[src/rtl/gpio_irq_pkg.sv]
package gpio_irq_pkg;
  localparam int unsigned DATA_W = 32;
  localparam int unsigned ADDR_W = 6;
  localparam int unsigned IDX_W  = ADDR_W - 2;

  typedef enum logic [IDX_W-1:0] {
    SEL_BYPASS = 4'd0,
    SEL_DIR    = 4'd1,
    SEL_OE     = 4'd2,
    SEL_OUT    = 4'd3,
    SEL_IN     = 4'd4,
    SEL_MASK   = 4'd5,
    SEL_IEN    = 4'd6,
    SEL_IDIS   = 4'd7,
    SEL_STAT   = 4'd8,
    SEL_TYPE   = 4'd9,
    SEL_VAL    = 4'd10,
    SEL_ANY    = 4'd11
  } reg_sel_e;
endpackage

[src/rtl/gpio_sync.sv]
module gpio_sync #(
  parameter int unsigned W = 32
) (
  input  logic         clk,
  input  logic         rst_n,
  input  logic [W-1:0] d,
  output logic [W-1:0] q
);
  logic [W-1:0] meta_q;

  always_ff @(posedge clk or negedge rst_n) begin
    if (!rst_n) begin
      meta_q <= '0;
      q      <= '0;
    end else begin
      meta_q <= d;
      q      <= meta_q;
    end
  end
endmodule

[src/rtl/gpio_irq_detect.sv]
module gpio_irq_detect #(
  parameter int unsigned W = 32
) (
  input  logic         clk,
  input  logic         rst_n,
  input  logic [W-1:0] lvl,
  input  logic [W-1:0] is_level,
  input  logic [W-1:0] polarity,
  input  logic [W-1:0] both_edges,
  output logic [W-1:0] hit
);
  logic [W-1:0] prev_q;

  always_ff @(posedge clk or negedge rst_n) begin
    if (!rst_n) prev_q <= '0;
    else        prev_q <= lvl;
  end

  for (genvar i = 0; i < W; i++) begin : g_pin
    logic rise, fall, edge_hit, level_hit;
    always_comb begin
      rise      = lvl[i] & ~prev_q[i];
      fall      = ~lvl[i] & prev_q[i];
      level_hit = polarity[i] ? lvl[i] : ~lvl[i];
      if (both_edges[i]) edge_hit = rise | fall;
      else               edge_hit = polarity[i] ? rise : fall;
      hit[i]    = is_level[i] ? level_hit : edge_hit;
    end
  end
endmodule

[src/rtl/gpio_pad_mux.sv]
module gpio_pad_mux #(
  parameter int unsigned W = 32
) (
  input  logic [W-1:0] bypass,
  input  logic [W-1:0] dir_in,
  input  logic [W-1:0] oe_reg,
  input  logic [W-1:0] out_reg,
  input  logic [W-1:0] alt_out,
  input  logic [W-1:0] alt_oe,
  output logic [W-1:0] pin_out,
  output logic [W-1:0] pin_oe
);
  for (genvar i = 0; i < W; i++) begin : g_pin
    always_comb begin
      if (bypass[i]) begin
        pin_out[i] = alt_out[i];
        pin_oe[i]  = alt_oe[i];
      end else begin
        pin_out[i] = out_reg[i];
        pin_oe[i]  = oe_reg[i] & ~dir_in[i];
      end
    end
  end
endmodule

[src/rtl/gpio_irq_ctrl.sv]
module gpio_irq_ctrl
  import gpio_irq_pkg::*;
#(
  parameter int unsigned NPINS = 32
) (
  input  logic              clk,
  input  logic              rst_n,
  input  logic              bus_valid,
  input  logic              bus_write,
  input  logic [ADDR_W-1:0] bus_addr,
  input  logic [DATA_W-1:0] bus_wdata,
  output logic [DATA_W-1:0] bus_rdata,
  input  logic [NPINS-1:0]  pin_in,
  output logic [NPINS-1:0]  pin_out,
  output logic [NPINS-1:0]  pin_oe,
  input  logic [NPINS-1:0]  alt_out,
  input  logic [NPINS-1:0]  alt_oe,
  output logic              irq
);
  // Reset: asserted asynchronously, released on the clock
  logic rst_meta_q, rst_sync_n;
  always_ff @(posedge clk or negedge rst_n) begin
    if (!rst_n) begin
      rst_meta_q <= 1'b0;
      rst_sync_n <= 1'b0;
    end else begin
      rst_meta_q <= 1'b1;
      rst_sync_n <= rst_meta_q;
    end
  end

  logic [IDX_W-1:0] sel;
  logic             wr_en, rd_stat;
  logic [NPINS-1:0] wd;

  assign sel     = bus_addr[ADDR_W-1:2];
  assign wr_en   = bus_valid & bus_write;
  assign rd_stat = bus_valid & ~bus_write & (sel == SEL_STAT);
  assign wd      = bus_wdata[NPINS-1:0];

  logic [NPINS-1:0] bypass_q, dir_q, oe_q, out_q, mask_q, status_q, type_q, val_q, any_q;
  logic [NPINS-1:0] bypass_d, dir_d, oe_d, out_d, mask_d, status_d, type_d, val_d, any_d;
  logic [NPINS-1:0] in_sync, hit;

  gpio_sync #(.W(NPINS)) u_sync (
    .clk   (clk),
    .rst_n (rst_sync_n),
    .d     (pin_in),
    .q     (in_sync)
  );

  gpio_irq_detect #(.W(NPINS)) u_detect (
    .clk        (clk),
    .rst_n      (rst_sync_n),
    .lvl        (in_sync),
    .is_level   (type_q),
    .polarity   (val_q),
    .both_edges (any_q),
    .hit        (hit)
  );

  gpio_pad_mux #(.W(NPINS)) u_mux (
    .bypass  (bypass_q),
    .dir_in  (dir_q),
    .oe_reg  (oe_q),
    .out_reg (out_q),
    .alt_out (alt_out),
    .alt_oe  (alt_oe),
    .pin_out (pin_out),
    .pin_oe  (pin_oe)
  );

  // Next-state
  always_comb begin
    bypass_d = bypass_q;
    dir_d    = dir_q;
    oe_d     = oe_q;
    out_d    = out_q;
    mask_d   = mask_q;
    type_d   = type_q;
    val_d    = val_q;
    any_d    = any_q;
    if (wr_en) begin
      case (sel)
        SEL_BYPASS: bypass_d = wd;
        SEL_DIR:    dir_d    = wd;
        SEL_OE:     oe_d     = wd;
        SEL_OUT:    out_d    = wd;
        SEL_IEN:    mask_d   = mask_q & ~wd;
        SEL_IDIS:   mask_d   = mask_q | wd;
        SEL_TYPE:   type_d   = wd;
        SEL_VAL:    val_d    = wd;
        SEL_ANY:    any_d    = wd;
        default:    ;
      endcase
    end
    status_d = (rd_stat ? '0 : status_q) | hit;
  end

  // Registers
  always_ff @(posedge clk or negedge rst_sync_n) begin
    if (!rst_sync_n) begin
      bypass_q <= '1;
      dir_q    <= '1;
      oe_q     <= '0;
      out_q    <= '0;
      mask_q   <= '1;
      status_q <= '0;
      type_q   <= '0;
      val_q    <= '0;
      any_q    <= '0;
    end else begin
      bypass_q <= bypass_d;
      dir_q    <= dir_d;
      oe_q     <= oe_d;
      out_q    <= out_d;
      mask_q   <= mask_d;
      status_q <= status_d;
      type_q   <= type_d;
      val_q    <= val_d;
      any_q    <= any_d;
    end
  end

  // Read mux
  always_comb begin
    bus_rdata = '0;
    case (sel)
      SEL_BYPASS: bus_rdata[NPINS-1:0] = bypass_q;
      SEL_DIR:    bus_rdata[NPINS-1:0] = dir_q;
      SEL_OE:     bus_rdata[NPINS-1:0] = oe_q;
      SEL_OUT:    bus_rdata[NPINS-1:0] = out_q;
      SEL_IN:     bus_rdata[NPINS-1:0] = in_sync;
      SEL_MASK:   bus_rdata[NPINS-1:0] = mask_q;
      SEL_STAT:   bus_rdata[NPINS-1:0] = status_q;
      SEL_TYPE:   bus_rdata[NPINS-1:0] = type_q;
      SEL_VAL:    bus_rdata[NPINS-1:0] = val_q;
      SEL_ANY:    bus_rdata[NPINS-1:0] = any_q;
      default:    bus_rdata = '0;
    endcase
  end

  assign irq = |(status_q & ~mask_q);
endmodule

[config.mk]
export PLATFORM = sky130hd
export DESIGN_NAME = gpio_irq_ctrl
export DESIGN_NICKNAME = d
export VERILOG_FILES = /design/src/rtl/gpio_irq_pkg.sv /design/src/rtl/gpio_sync.sv /design/src/rtl/gpio_irq_detect.sv /design/src/rtl/gpio_pad_mux.sv /design/src/rtl/gpio_irq_ctrl.sv
export SDC_FILE = /design/constraint.sdc
export NUM_CORES = 1
export LEC_CHECK = 0
export ABC_CLOCK_PERIOD_IN_PS = 15500
export BUFFER_PORTS_ARGS = -buffer_cell sky130_fd_sc_hd__buf_2
export CAP_MARGIN = 10
export CORE_MARGIN = 2
export CORE_UTILIZATION = 56
export CTS_CLUSTER_SIZE = 8
export DETAILED_ROUTE_END_ITERATION = 8
export PLACE_DENSITY = 0.84
export SLEW_MARGIN = 0
export SYNTH_ARGS = -nofsm -noshare
export SYNTH_HDL_FRONTEND = slang
export SYNTH_SLANG_ARGS = --single-unit
[constraint.sdc]
create_clock -name clk -period 15.5 [get_ports clk]
set_input_delay 1.55 -clock clk [delete_from_list [all_inputs] [get_ports clk]]
set_output_delay 1.55 -clock clk [all_outputs]
set_load 0.05 [all_outputs]
Yosys cells after proc, flatten, opt, wreduce, memory -nomap -nowiden
Cells that the tools add are included.
Widths: inputs -> output; s select.
{"block": "totals", "register_bits": 386, "in_bits": 138, "out_inout_bits": 97, "wordCells": 465}
{"block": "op_classes", "eq_ne": 11, "n_mux": 195, "bitwise_logic": 234, "n_reduce_logical": 11}
{"cell": "$pmux 32 s10", "count": 1}
{"cell": "$mux 1", "count": 192}
{"cell": "$and 1x1->1", "count": 99}
{"cell": "$not 1->1", "count": 97}
{"cell": "$and 32x32->32", "count": 2}
{"cell": "$not 32->32", "count": 2}
{"cell": "$or 32x32->32", "count": 2}
{"cell": "$pmux 32 s2", "count": 1}
{"cell": "$mux 32", "count": 1}
{"cell": "$or 1x1->1", "count": 32}
{"cell": "$reduce_or 32->1", "count": 1}
{"cell": "$eq 4x3->1 const B", "count": 4}
{"cell": "$eq 4x4->1 const B", "count": 4}
{"cell": "$reduce_and 2->1", "count": 8}
{"cell": "$eq 4x2->1 const B", "count": 2}
{"cell": "$eq 4x1->1 const B", "count": 1}
{"cell": "$logic_not 4->1", "count": 1}
{"cell": "$reduce_bool 2->1", "count": 1}

Logic depth before layout (Yosys ltp)
Gate-level depths: netlist of the first run.
{"block": "logic_depth", "word_depth": 6, "depth_mapped": 8, "ltp_nobuf": 6}

Hierarchy
From an unflattened synthesis of the first run, not the netlist that was laid out.
{"block": "unflattened", "hier_cells": 1587, "area_unflattened_um2": 19386.1}
{"module": "gpio_irq_ctrl", "instances": 1, "cells_per_inst": 1043, "area_each_um2": 13780.7}
{"module": "gpio_irq_detect", "instances": 1, "cells_per_inst": 352, "area_each_um2": 3042.9}
{"module": "gpio_sync", "instances": 1, "cells_per_inst": 64, "area_each_um2": 1601.5}
{"module": "gpio_pad_mux", "instances": 1, "cells_per_inst": 128, "area_each_um2": 960.9}

Least setup slack after synthesis of the first run
Ideal clock, no wire load.
{"block": "synth_timing", "path_type": "input -> output", "start": "input bus_addr[2]", "end": "output bus_rdata[10]", "t_arrival_ps": 3680, "t_required_ps": 13950, "setup_slack_ps": 10270, "path_stages": 6, "n_path_buf": 3, "path_cell_list": "buf_4 buf_4 nor2_4 clkbuf_1 a221oi_1 o31ai_1"}
{"block": "synth_via", "elab_chain_len": 2}
{"item": "start, declared", "line": "gpio_irq_ctrl.sv:10", "rtl": "input logic [ADDR_W-1:0] bus_addr,"}
{"item": "$eq 4x4->1 (tied with other cells)", "line": "gpio_irq_ctrl.sv:128", "rtl": "case (sel)"}
{"item": "$pmux 32 s10 (*)", "line": "gpio_irq_ctrl.sv:128"}
{"item": "end, declared", "line": "gpio_irq_ctrl.sv:12", "rtl": "output logic [DATA_W-1:0] bus_rdata,"}
Every way passes the cells marked *; elsewhere a longest branch is shown, timed or not.

Worst setup path after layout of the first run
{"block": "layout_timing", "start": "input bus_addr[2]", "end": "output bus_rdata[8]"}
The elaborated chain is that of the path after synthesis.

==> key figures, run 1 <==
Run status
  • Outcome: finished, final reports clean

Clock network
  • Skew-Pair Late Insertion Delay: approximately 0.56 ns
  • Reg clk slew, reported paths: roughly 0.050 ns
  • Post CTS Setup Buffer Count: 0
  • Hold-fix buffers, CTS: 0
  • Clock sink count: 386
  • # resized after CTS: 0
  • Cts bufs inserted: 54
  • H-tree depth: 2
  • Root buffer cell: clkbuf_16
  • Clk buf depth: 3
  • CTS tree: yes

Synthesis
  • Mapped Cells: 1502
  • Number of flops mapped to enable cells by yosys: 0
  • Syn avg cell area: 12.8 um2
  • Sequential area share after synthesis: 0.510
  • Count of cell types in the netlist: 65
  • Synth top cells by count: dfrtp_1, mux2_2, inv_1
  • Most common cell in the netlist: dfrtp_1
  • Yosys top cell area share: 0.378
  • Area leader, netlist: dfrtp_1
  • Post-Syn Nets: 1704
  • Yosys warns: 0
  • Top cells by area, synth: dfrtp_1, dfstp_2, mux2_2
  • Synth Flop Type: dfrtp_1
  • #FFs+latches synth: 386
  • Synthesized area: 19200 um2
  • Post-synthesis async set-or-reset flop share: 1.00

Routing
  • Routed Antenna Nets: 0
  • WL per Instance: 24.3 um
  • DRC viols: 0
  • Routed WL: 54.2 mm
  • Initial DRC Count: 1776
  • Via count: 14200
  • Vias per cell: 6.39
  • DR pass1 iterations: 6

Power
  • Peak VDD IR: 0.110 mV
  • Leakage: 10.2 nW
  • NetSw: 980 uW
  • Design Power: 3.13 mW
  • Switching Fraction: 0.313
  • Logic pwr share: 0.209
  • Pint: 2.15 mW
  • Power per cell area: roughly 140 nW/um2
  • Clock power frac: 0.359
  • Flop pwr share: 0.432

Layout
  • Layout cells sized above 1: 0.380
  • Fin area: 22300 um2
  • Total Nets Final: around 1900
  • Area Overhead vs Synth: 16.0%
  • Cell Count, Final, Fillers Out: between 2000 and 2500

Timing
  • Hold Violations, Final: 0
  • Period minus WS final: between 6 and 7 ns
  • Rel. slew slack: 0.172
  • RSZ-0062 raised after global routing: false
  • Setup violators final: 0
  • Fin. max-slew vios: 0
  • Least-Margin Pin Slew: 1.24 ns
  • Fmax achieved: roughly 160 MHz
  • Ratio of final minimum period to clock period: 0.399
  • Clk_skew: 0.0180 ns
  • Worst Slack Setup Final: 9.31 ns
  • Setup TNS Final: 0 ns

Placed design
  • Routability cong.: 0.887
  • Setup WS pre-CTS: 9.50 ns
  • Number of port buffers: 232
  • Cells after DPL: between 2000 and 2500
  • Hpwl dp: ~35 mm
  • Dpl cell area: approximately 20000 um2

Hold path
  • Hold crit path type: flop to flop
  • Hold path start: u_sync.meta_q[0]$_DFF_PN0_

Die
  • Die height: 189 um
  • Initial Utilization: 0.570
  • Num ports: 235
  • Rows: 67
  • Die X: 189 um
  • Core area: 33600 um2
  • Die Footprint: between 30000 and 40000 um2

Setup path
  • Worst Setup SP: bus_addr[2]
  • Reg-to-reg startpoint: rst_sync_n$_DFF_PN0_
  • Largest stage delay, worst path: 1.04 ns
  • Startpoint types: input pin
  • Most frequent CP cell: buf_2
  • CP max FO: 55
  • Critical path class: input pin to output port
  • Slowest-stage cell, CP: nor2_2
  • CP Cell Sequence: buf_2 -> buf_4 -> nand2b_1 -> nor2_2 -> a222oi_1 -> o211ai_1 -> buf_2
  • Crit end category: output port
  • WP data arrival: 4.64 ns
  • Req. time, crit path: 13.95 ns

Global routing
  • Largest net degree at the start of global routing: between 150 and 200
  • Global route overflow: 0
  • Number of global-route vias before repair: ~14000
  • Initial antenna violation count: 3
  • Global-route wire length before repair: 83.0 mm
  • Total global-route track usage: 0.300

Flow run
  • Maxcap violations: 0
[worst max-delay path: cells and delay by family]
kind | cells | cell delay (ns)
AND/OR/NAND/NOR | 2 | 1.42
buffers and inverters | 3 | 1.09
AO/OA/AOI/OAI | 2 | 0.53
[power by group through the flow]
stage	registers, mW	clock network [mW]	logic [mW]
after floorplan	1.31	0	0.500
after global placement	1.34	0	0.630
after detailed placement	1.36	0	0.648
after CTS	1.34	1.13	0.654
after global routing	1.37	1.17	0.694
final	1.35	1.12	0.654
[flip-flops by register name, indices dropped and copies added, names as in the netlist, named ones only]
signal and flops:
any_q 32, u_sync.q 32, rst_meta_q 1, rst_sync_n 1, bypass_q 32, oe_q 32, out_q 32, val_q 32
dir_q 32, u_detect.prev_q 32, status_q 32, type_q 32, u_sync.meta_q 32
[through the flow]
step                hold WS, ns   util
finish                    0.342  0.662
global route              0.349  0.662
CTS                       0.346  0.661
detailed placement        0.335  0.613
global placement          0.333  0.613
floorplan                 0.331      -
[layout by cell type (no fill, tap or decap), types with 40 or more instances in the layout]
cell type / netlist / layout
mux2_2: 186 / 186
mux2_1: 68 / 68
a211oi_1: 64 / 64
clkbuf_16: 0 / 57
dfstp_2: 96 / 96
mux2_4: 55 / 55
inv_1: 98 / 98
clkbuf_1: 23 / 40
dfrtp_1: 290 / 289
nand2_1: 82 / 82
ha_1: 64 / 64
buf_2: 26 / 232
[layer usage]
| layer | routed length, um | GRT usage | up-vias | share of wire |
|---|---|---|---|---|
| met1 | 21700 | 0.412 | 7160 | 0.40 |
| met3 | 5240 | 0.0580 | 170 | 0.097 |
| met4 | 2380 | 0.145 | 2 | 0.044 |
| met2 | 24800 | 0.462 | 859 | 0.46 |
| met5 | 10 | 0 | - | 0.00018 |
| li1 | - | - | 6031 | - |
[cell families after synthesis]
group,count (synthesis),share of synthesized area
DFF,386,0.510
muxes,320,0.201
AOI/OAI and AO/OA,298,0.123
and+or+nand+nor,225,0.0653
buffers and inverters,176,0.0444
adders and majority gates,64,0.0418
xor gates and xnor gates,32,0.0146
other,1,0.000196
[layout make-up]
| class | instances | area (um2) |
|---|---|---|
| clock buffers | 98 | 1590 |
| well taps | 448 | 561 |
| inverters | 99 | 372 |
| diodes | 3 | 7.51 |
| fillers | 2354 | 11400 |
| flip-flops and latches | 386 | 9780 |
| repair buffers | 251 | 1320 |
| clock inverters | 1 | 30.0 |
| multi-input cells | 940 | 8590 |
[worst paths after layout]
path / to / slack (ns) / cells past startpoint
setup reg to reg: out_q[22]$_DFFE_PN0P_ / 12.80 / 2
setup / recovery: bus_rdata[8] / 9.31 / 7
hold reg to reg: u_sync.q[0]$_DFF_PN0_ / 0.34 / 0
max in group asynchronous: out_q[22]$_DFFE_PN0P_ / 12.80 / 2
min in group asynchronous: u_sync.meta_q[3]$_DFF_PN0_ / 0.38 / 0
hold / removal: u_sync.q[0]$_DFF_PN0_ / 0.34 / 0
Power figures use the tool's default switching activity.
==> run 2: changes to the inputs <==
- ABC_CLOCK_PERIOD_IN_PS: 15500 -> 5900
- clock period: 15.5 -> 5.9 ns (I/O delays scaled with it)
==> run 2 against run 1 <==
Clock skew decreased by 0.0051 ns; critical path depth is the same; clock-buffer cell count down 1; largest cell class unchanged; power rose to 2.6 times the previous value; clock power increased to 2.6 times the previous value; critical endpoint is now bus_rdata[25]; combinational power rose to 2.6 times the previous value; critical path type unchanged; wire length down 0.32%.
==> key figures, run 2 (synthesized netlist as in run 1, its figures left out) <==
Global routing
  • Number of global-route vias before repair: 14500
  • Initial antenna violation count: 4
  • Total global-route track usage: 0.302
  • Global-route wire length before repair: 83.4 mm
  • Global route overflow: 0
  • Largest net degree at the start of global routing: 140

Placed design
  • Number of port buffers: between 200 and 250
  • Cells after DPL: 2126
  • Routability cong.: 0.879
  • Hpwl dp: approximately 35 mm

Clock network
  • Root buffer cell: clkbuf_16
  • Hold-fix buffers, CTS: 1
  • H-tree depth: 2
  • Clk buf depth: 3
  • # resized after CTS: 0
  • CTS tree: yes
  • Cts bufs inserted: 54
  • Clock sink count: just under 400
  • Post CTS Setup Buffer Count: 0
  • Skew-Pair Late Insertion Delay: 0.55 ns
  • Reg clk slew, reported paths: 0.05 ns

Layout
  • Layout cells sized above 1: 0.379
  • Most common cell after layout, fill and taps aside: dfrtp_1
  • Total area of sequential cells: between 9000 and 10000 um2
  • Area of the multi-input gates: about 8600 um2
  • Fillers: 2385
  • Total Nets Final: 1937
  • Area Overhead vs Synth: 16.1%
  • Cell Count, Final, Fillers Out: 2227
  • Most frequent cells in the layout: dfrtp_1, buf_2, mux2_2, inv_1, dfstp_2

Routing
  • DRC viols: 0
  • WL per Instance: 24.2 um
  • Vias per cell: approximately 6.4
  • Initial DRC Count: just under 2000
  • Routed WL: approximately 54 mm
  • Routed Antenna Nets: 0
  • Via count: 14300
  • DR pass1 iterations: 7

Setup path
  • Worst path buffer plus inverter count: 4
  • Startpoint types: input pin
  • Req. time, crit path: ~5.3 ns
  • Largest stage delay, worst path: between 0.9 and 1 ns
  • Critical path class: input pin to output port
  • Crit end category: output port
  • CP max FO: 37
  • Slowest-stage cell, CP: nor2b_1
  • Crit-path leading delay family: buffers and inverters
  • WP data arrival: 3.90 ns
  • CP Cell Sequence: buf_2 -> buf_4 -> nor2b_1 -> buf_4 -> a32oi_1 -> o2111ai_1 -> buf_2

Timing
  • Ratio of final minimum period to clock period: 0.761
  • Period minus WS final: 4.49 ns
  • Fin. max-slew vios: 0
  • Fmax achieved: 223 MHz
  • Clk_skew: 0.0129 ns
  • Setup violators final: 0
  • RSZ-0062 raised after global routing: false
  • Least-Margin Pin Slew: 1.24 ns
  • Setup TNS Final: 0 ns
  • Hold Violations, Final: 0
  • Rel. slew slack: 0.172

Die
  • Num ports: 235
  • Rows: 67
  • Die height: 189 um
  • Die X: 189 um
  • Initial Utilization: 0.570
  • Die Footprint: 35700 um2
  • Core area: 33600 um2

Power
  • Leakage: around 10 nW
  • Power per cell area: 367 nW/um2
  • Peak VDD IR: 0.240 mV

Flow run
  • Maxcap violations: 0

Run status
  • Outcome: finished, final reports clean

Hold path
  • Hold crit path type: input pin to flop
[run 2: per-layer routing]
layer	GRT usage	up-vias	share of wire
li1	-	6018	-
met5	0	-	0.00050
met2	0.470	893	0.46
met3	0.0625	182	0.092
met1	0.409	7175	0.40
met4	0.138	4	0.042
[run 2: per-stage QoR]
| stage | setup slack, ns | hold WS (ns) | cell area (um2) | util | power (mW) |
|---|---|---|---|---|---|
| after global placement | 1.53 | 0.326 | 20700 | 0.615 | 5.18 |
| after CTS | 1.46 | 0.131 | 22300 | 0.662 | 8.16 |
| final | 1.41 | 0.138 | 22300 | 0.662 | 8.17 |
| after floorplan | 2.16 | 0.294 | 19200 | - | 4.76 |
| after detailed placement | 1.48 | 0.330 | 20700 | 0.615 | 5.26 |
| after global routing | 1.39 | 0.131 | 22300 | 0.662 | 8.46 |
[run 2: path summary, 6_finish.rpt]
| check | from | endpoint | slack, ns | cells past startpoint |
|---|---|---|---|---|
| max | bus_addr[2] | bus_rdata[25] | 1.41 | 7 |
| min | pin_in[21] | u_sync.meta_q[21]$_DFF_PN0_ | 0.14 | 1 |
| max reg2reg | u_sync.q[30]$_DFF_PN0_ | status_q[30]$_DFF_PN0_ | 4.18 | 6 |
| min reg2reg | rst_sync_n$_DFF_PN0_ | u_sync.q[3]$_DFF_PN0_ | 0.31 | 0 |
| max in group asynchronous | rst_sync_n$_DFF_PN0_ | out_q[4]$_DFFE_PN0P_ | 4.21 | 1 |
| min in group asynchronous | rst_sync_n$_DFF_PN0_ | u_sync.q[3]$_DFF_PN0_ | 0.31 | 0 |
[run 2: final cells by class]
| type | count | share of cell area |
|---|---|---|
| flip-flops and latches | 386 | 0.440 |
| multi-input cells | 940 | 0.386 |
| clock buffers | 97 | 0.0708 |
| repair buffers | 254 | 0.0614 |
| well taps | 448 | 0.0252 |
| inverters | 99 | 0.0167 |
| clock inverters | 1 | 0.000337 |
| diodes | 2 | 0.000225 |
[run 2: report_power, final]
part / leakage, nW / switching, mW / total [mW] / internal (mW)
sequential: 4.47 / 0.431 / 3.55 / 3.11
combinational: 5.00 / 1.03 / 1.72 / 0.698
clock: 0.750 / 1.12 / 2.90 / 1.78
[run 2: worst register-to-register path: stages, from the launching register on]
cell and delay, ns:
dfrtp_1 0.50, inv_1 0.09, ha_1 0.19, nor2b_1 0.14, a211oi_1 0.31, a211oi_1 0.10, a221o_1 0.28
